## src/rtl/uart_rx_pkg.sv

```systemverilog
package uart_rx_pkg;
    typedef enum logic [2:0] {
        RX_IDLE,
        RX_START,
        RX_DATA,
        RX_PARITY,
        RX_STOP
    } rx_state_t;

    localparam int unsigned CTL_EN   = 0;
    localparam int unsigned CTL_PEN  = 1;
    localparam int unsigned CTL_PODD = 2;
    localparam int unsigned CTL_FULL = 3;
    localparam int unsigned CTL_BUSY = 4;
    localparam int unsigned CTL_FERR = 5;
    localparam int unsigned CTL_OVR  = 6;
    localparam int unsigned CTL_PERR = 7;
endpackage

```

## src/rtl/uart_rx_sync.sv

```systemverilog
module uart_rx_sync #(
    parameter int unsigned STAGES = 2
) (
    input  logic clk,
    input  logic rst_n,
    input  logic d,
    output logic q
);
    logic [STAGES-1:0] chain;

    always_ff @(posedge clk or negedge rst_n) begin
        if (!rst_n) chain <= '1;
        else        chain <= {chain[STAGES-2:0], d};
    end

    assign q = chain[STAGES-1];
endmodule

```

## src/rtl/uart_rx_frame.sv

```systemverilog
module uart_rx_frame
    import uart_rx_pkg::*;
#(
    parameter int unsigned OSR   = 8,
    parameter int unsigned DBITS = 8
) (
    input  logic             clk,
    input  logic             rst_n,
    input  logic             tick,
    input  logic             rxs,
    input  logic             en,
    input  logic             par_en,
    input  logic             par_odd,
    output logic             busy,
    output logic             done,
    output logic [DBITS-1:0] byte_o,
    output logic             perr_o,
    output logic             ferr_o
);
    localparam int unsigned CW  = $clog2(OSR);
    localparam int unsigned BW  = $clog2(DBITS + 1);
    localparam logic [CW-1:0] MID  = CW'(OSR / 2 - 1);
    localparam logic [CW-1:0] LAST = CW'(OSR - 1);
    localparam logic [BW-1:0] TOPB = BW'(DBITS - 1);

    rx_state_t        state, nxt;
    logic [CW-1:0]    cnt;
    logic [BW-1:0]    bitn;
    logic [DBITS-1:0] shreg;
    logic             acc;
    logic             sample_pt;

    assign sample_pt = tick && (state == RX_START ? (cnt == MID) : (cnt == LAST));

    // next-state logic
    always_comb begin
        nxt = state;
        unique case (state)
            RX_IDLE:   if (tick && !rxs) nxt = RX_START;
            RX_START:  if (sample_pt) nxt = rxs ? RX_IDLE : RX_DATA;
            RX_DATA:   if (sample_pt && bitn == TOPB) nxt = par_en ? RX_PARITY : RX_STOP;
            RX_PARITY: if (sample_pt) nxt = RX_STOP;
            RX_STOP:   if (sample_pt) nxt = RX_IDLE;
            default:   nxt = RX_IDLE;
        endcase
        if (!en) nxt = RX_IDLE;
    end

    // state register
    always_ff @(posedge clk or negedge rst_n) begin
        if (!rst_n) state <= RX_IDLE;
        else        state <= nxt;
    end

    // outputs
    always_comb begin
        busy   = (state != RX_IDLE);
        done   = en && (state == RX_STOP) && sample_pt;
        byte_o = shreg;
        perr_o = par_en && (acc != par_odd);
        ferr_o = !rxs;
    end

    // bit timing and data path
    always_ff @(posedge clk or negedge rst_n) begin
        if (!rst_n) begin
            cnt   <= '0;
            bitn  <= '0;
            shreg <= '0;
            acc   <= 1'b0;
        end else if (tick) begin
            if (state == RX_IDLE || sample_pt) cnt <= '0;
            else                              cnt <= cnt + 1'b1;
            if (state == RX_START) begin
                bitn <= '0;
                acc  <= 1'b0;
            end
            if (sample_pt && state == RX_DATA) begin
                shreg <= {rxs, shreg[DBITS-1:1]};
                bitn  <= bitn + 1'b1;
                acc   <= acc ^ rxs;
            end
            if (sample_pt && state == RX_PARITY) acc <= acc ^ rxs;
        end
    end
endmodule

```

## src/rtl/uart_rx_csr.sv

```systemverilog
module uart_rx_csr
    import uart_rx_pkg::*;
#(
    parameter int unsigned OSR   = 8,
    parameter int unsigned DBITS = 8,
    parameter int unsigned SYNC  = 2
) (
    input  logic             clk,
    input  logic             rst_n,
    input  logic             tick,
    input  logic             rxd,
    input  logic             wr_ctl,
    input  logic [7:0]       wr_data,
    input  logic             rd_ctl,
    input  logic             rd_data,
    output logic [7:0]       ctl_q,
    output logic [DBITS-1:0] data_q,
    output logic             irq
);
    logic             rxs;
    logic [2:0]       cfg;
    logic             full, perr, ovr, ferr;
    logic [DBITS-1:0] rbuf;
    logic             frm_busy, frm_done, frm_perr, frm_ferr;
    logic [DBITS-1:0] frm_byte;

    uart_rx_sync #(.STAGES(SYNC)) u_sync (
        .clk   (clk),
        .rst_n (rst_n),
        .d     (rxd),
        .q     (rxs)
    );

    uart_rx_frame #(.OSR(OSR), .DBITS(DBITS)) u_frame (
        .clk     (clk),
        .rst_n   (rst_n),
        .tick    (tick),
        .rxs     (rxs),
        .en      (cfg[CTL_EN]),
        .par_en  (cfg[CTL_PEN]),
        .par_odd (cfg[CTL_PODD]),
        .busy    (frm_busy),
        .done    (frm_done),
        .byte_o  (frm_byte),
        .perr_o  (frm_perr),
        .ferr_o  (frm_ferr)
    );

    always_ff @(posedge clk or negedge rst_n) begin
        if (!rst_n)      cfg <= '0;
        else if (wr_ctl) cfg <= wr_data[2:0];
    end

    always_ff @(posedge clk or negedge rst_n) begin
        if (!rst_n) begin
            full <= 1'b0;
            perr <= 1'b0;
            ovr  <= 1'b0;
            ferr <= 1'b0;
            rbuf <= '0;
        end else if (frm_done) begin
            rbuf <= frm_byte;
            full <= 1'b1;
            perr <= frm_perr;
            ferr <= frm_ferr;
            ovr  <= full && !rd_data;
        end else begin
            if (rd_data) full <= 1'b0;
            if (rd_ctl) begin
                perr <= 1'b0;
                ovr  <= 1'b0;
                ferr <= 1'b0;
            end
        end
    end

    assign ctl_q  = {perr, ovr, ferr, frm_busy, full, cfg};
    assign data_q = rbuf;
    assign irq    = full;
endmodule

```

## config.mk

```make
export PLATFORM = sky130hd
export DESIGN_NAME = uart_rx_csr
export DESIGN_NICKNAME = d
export VERILOG_FILES = /design/src/rtl/uart_rx_pkg.sv /design/src/rtl/uart_rx_sync.sv /design/src/rtl/uart_rx_frame.sv /design/src/rtl/uart_rx_csr.sv
export SDC_FILE = /design/constraint.sdc
export NUM_CORES = 1
export LEC_CHECK = 0
export CORE_ASPECT_RATIO = 1.2
export CORE_MARGIN = 2
export CORE_UTILIZATION = 51
export DETAILED_ROUTE_END_ITERATION = 8
export PLACE_DENSITY = 0.88
export RECOVER_POWER = 100
export SLEW_MARGIN = 10
export SYNTH_ARGS = -nofsm -noshare
export SYNTH_HDL_FRONTEND = slang
export SYNTH_HIERARCHICAL = 1
export SYNTH_SLANG_ARGS = --single-unit
```

## constraint.sdc

```tcl
create_clock -name clk -period 2.6 [get_ports clk]
set_clock_uncertainty 0.15 [all_clocks]
set_input_delay 0.26 -clock clk [delete_from_list [all_inputs] [get_ports clk]]
set_output_delay 0.26 -clock clk [all_outputs]
set_load 0.05 [all_outputs]
```

==> impl_metrics.json <==
{
  "critPathTopFamily": "buffers and inverters",
  "cts_buffers": 5,
  "hpwl_um": 2454,
  "final_nets": 206,
  "ys_seq_elements": 36,
  "slew_violations": 0,
  "core-area_sq_um": 3309,
  "cts_sinks": 36,
  "synth-async-reset-ratio_pct": 100.0,
  "rsz0062_at_grt": "no",
  "synth_edf_count": 0,
  "path_class": "reg -> out",
  "firstDrtPassIters": 4,
  "min_from": "u_sync/chain[0]",
  "cts_resized": 0,
  "drt_iter0_markers": 22,
  "area_growth_pct": 18.22,
  "r2r_end": "data_q[5]",
  "synth_area_sq_um": 1744,
  "start_util_pct": 52.70,
  "setup_slack_ns": 0.2423,
  "cp-start-kind": "flop",
  "maxCapViolCount": 0,
  "critical_path_buf_inv_count": 2,
  "routedWlPerCell_um": 15.21,
  "hold_class": "reg -> reg",
  "crit_required_ns": 2.19,
  "slew_headroom_pct": 44.32,
  "r2r_start": "u_frame/state[0]",
  "cts_buffer_depth": 2,
  "met2_usage_pct": 34.66,
  "leakagePower_nw": 1.005,
  "hold_buffers": 0,
  "htreeDepth": 2,
  "grt.busiest_layer": "met2",
  "numPortBuffers": 26,
  "via_per_inst": 5.784,
  "syn_inst": 164,
  "end_kind": "output port",
  "worst_r2r_path_depth": 5,
  "fmax_ghz": 0.4241,
  "clock_latency_ns": 0.29,
  "peakVddDrop_v": 0.0005155,
  "gr-usage-met1_pct": 24.23,
  "ys.flop_type": "dfrtp_1",
  "grt_pass1_wl_um": 6016,
  "cts_tree": "done",
  "fin_crit_sh_pct": 90.68,
  "die_w_um": 57.39,
  "dieArea_sq_um": 3906,
  "min_period_ns": 2.358,
  "setup_viol": 0,
  "gr-total-overflow": 0,
  "ys_seq_area_share_pct": 51.79,
  "ant_nets": 0,
  "holdPathStages": 0,
  "gp_congestion": 0.8133,
  "worstPathMaxFanout": 14,
  "die_h_um": 68.06,
  "drc": 0,
  "powerDensity_nw_per_um2": 678.1,
  "syn_nets": 181,
  "use_met3_pct": 5.293,
  "cp.depth": 3,
  "place_ws_ns": 0.4799,
  "layout_commonest_cell": "nand2_1",
  "cp_slowest_cell": "dlygate4sd3_1",
  "finalSetupTns_ns": 0,
  "cp_slowest_stage_delay_ns": 0.87,
  "wirelength_um": 3453,
  "r2r_setup_slack_ns": 0.28,
  "ios": 32,
  "synth_cell_types": 40,
  "yosys_warnings": 6,
  "worst_slew_pin_slew_ns": 0.8351,
  "cts-root-buf": "clkbuf_8",
  "layout_common_cells": "nand2_1 (35), dfrtp_1 (34), dlygate4sd3_1 (20)",
  "crit_path_end": "ctl_q[4]",
  "hold_viol": 0,
  "worstPathCellList": "nor3_1 > inv_1 > dlygate4sd3_1",
  "startpoint": "u_frame/state[0]",
  "diodes": 0,
  "grt_pass1_vias": 1324,
  "synth_area_per_cell_sq_um": 10.64,
  "nFillCells": 249,
  "cts_setup_buffers": 0,
  "antenna_found_initial": 0,
  "grt_max_degree": 37,
  "via_count": 1313,
  "worstPathArrival_ns": 1.95,
  "drive_gt1_share_pct": 13.16,
  "globalRouteTotalUtil_pct": 20.24,
  "cts.clk_slew.worst_paths_ns": 0.07,
  "run_status": "finished clean",
  "rows": 23
}
sequential cells by signal, indices dropped and copies added, names as in the netlist, 2 cells and up:
name	count
cfg	3
data_q	8
u_frame/bitn	4
u_frame/byte_o	8
u_frame/cnt	3
u_frame/state	3
u_sync/chain	2
metrics by stage:
step	instances	power [W]	util (%)	instance area (sq um)	hold slack, ns
final	227	0.001398	62.31	2062	0.2077
after global routing	227	0.001460	62.31	2062	0.2199
after CTS	227	0.001425	63.33	2096	0.2098
after detailed placement	219	0.0009509	60.08	1988	0.1997
after global placement	219	0.0009305	60.08	1988	0.1964
after floorplan	164	0.0008780	-	1744	-0.1856
area by class of cell:
class / instances / area [sq um] / share of cell area, %
repair buffers: 30 / 284.0 / 13.77
clock inverters: 2 / 35.03 / 1.699
multi-input cells: 111 / 701.9 / 34.04
clock buffers: 6 / 72.57 / 3.519
well taps: 37 / 46.29 / 2.245
flip-flops and latches: 36 / 903.4 / 43.81
inverters: 5 / 18.77 / 0.9102
synth_stat cells, types with 3 or more instances:
cell / n / area share [%]
and2b_1: 3 / 1.3
nand3_1: 3 / 0.86
a22o_1: 3 / 1.5
o21ai_0: 9 / 2.6
buf_4: 8 / 3.4
nor2_1: 4 / 0.86
nand2b_1: 6 / 2.2
dfrtp_1: 34 / 49
mux2_2: 11 / 7.1
nor3_1: 4 / 1.1
nand2_1: 35 / 7.5
inv_1: 5 / 1.1
cells by family after synthesis:
family	Yosys count	share of synthesized area, %
AOI/OAI and AO/OA	24	9.613
xor gates and xnor gates	3	1.507
adders and majority gates	2	1.434
buffers and inverters	17	6.385
DFF	36	51.79
muxes	13	8.250
and+or+nand+nor	69	21.02
report_power, final:
| part | internal, W | switching [W] | total (W) |
|---|---|---|---|
| clock network | 0.000284 | 0.000192 | 0.000477 |
| registers | 0.000588 | 0.0000505 | 0.000639 |
| logic | 0.000115 | 0.000168 | 0.000283 |
per-layer routing:
layer / up-vias / wire length (um) / share of wire (%)
li1: 605 / - / -
met1: 661 / 1393 / 40
met2: 39 / 1838 / 53
met3: 8 / 156 / 4.5
met4: 0 / 65 / 1.9
met5: - / 0 / 0
worst min path at each step:
stage	end
5_1_grt	u_sync/chain[1]
3_3_place_gp	u_sync/chain[1]
2_1_floorplan	cfg[0]
4_1_cts	u_sync/chain[1]
6_report	u_sync/chain[1]
3_5_place_dp	u_sync/chain[1]
(Power assumes the default switching activity.)
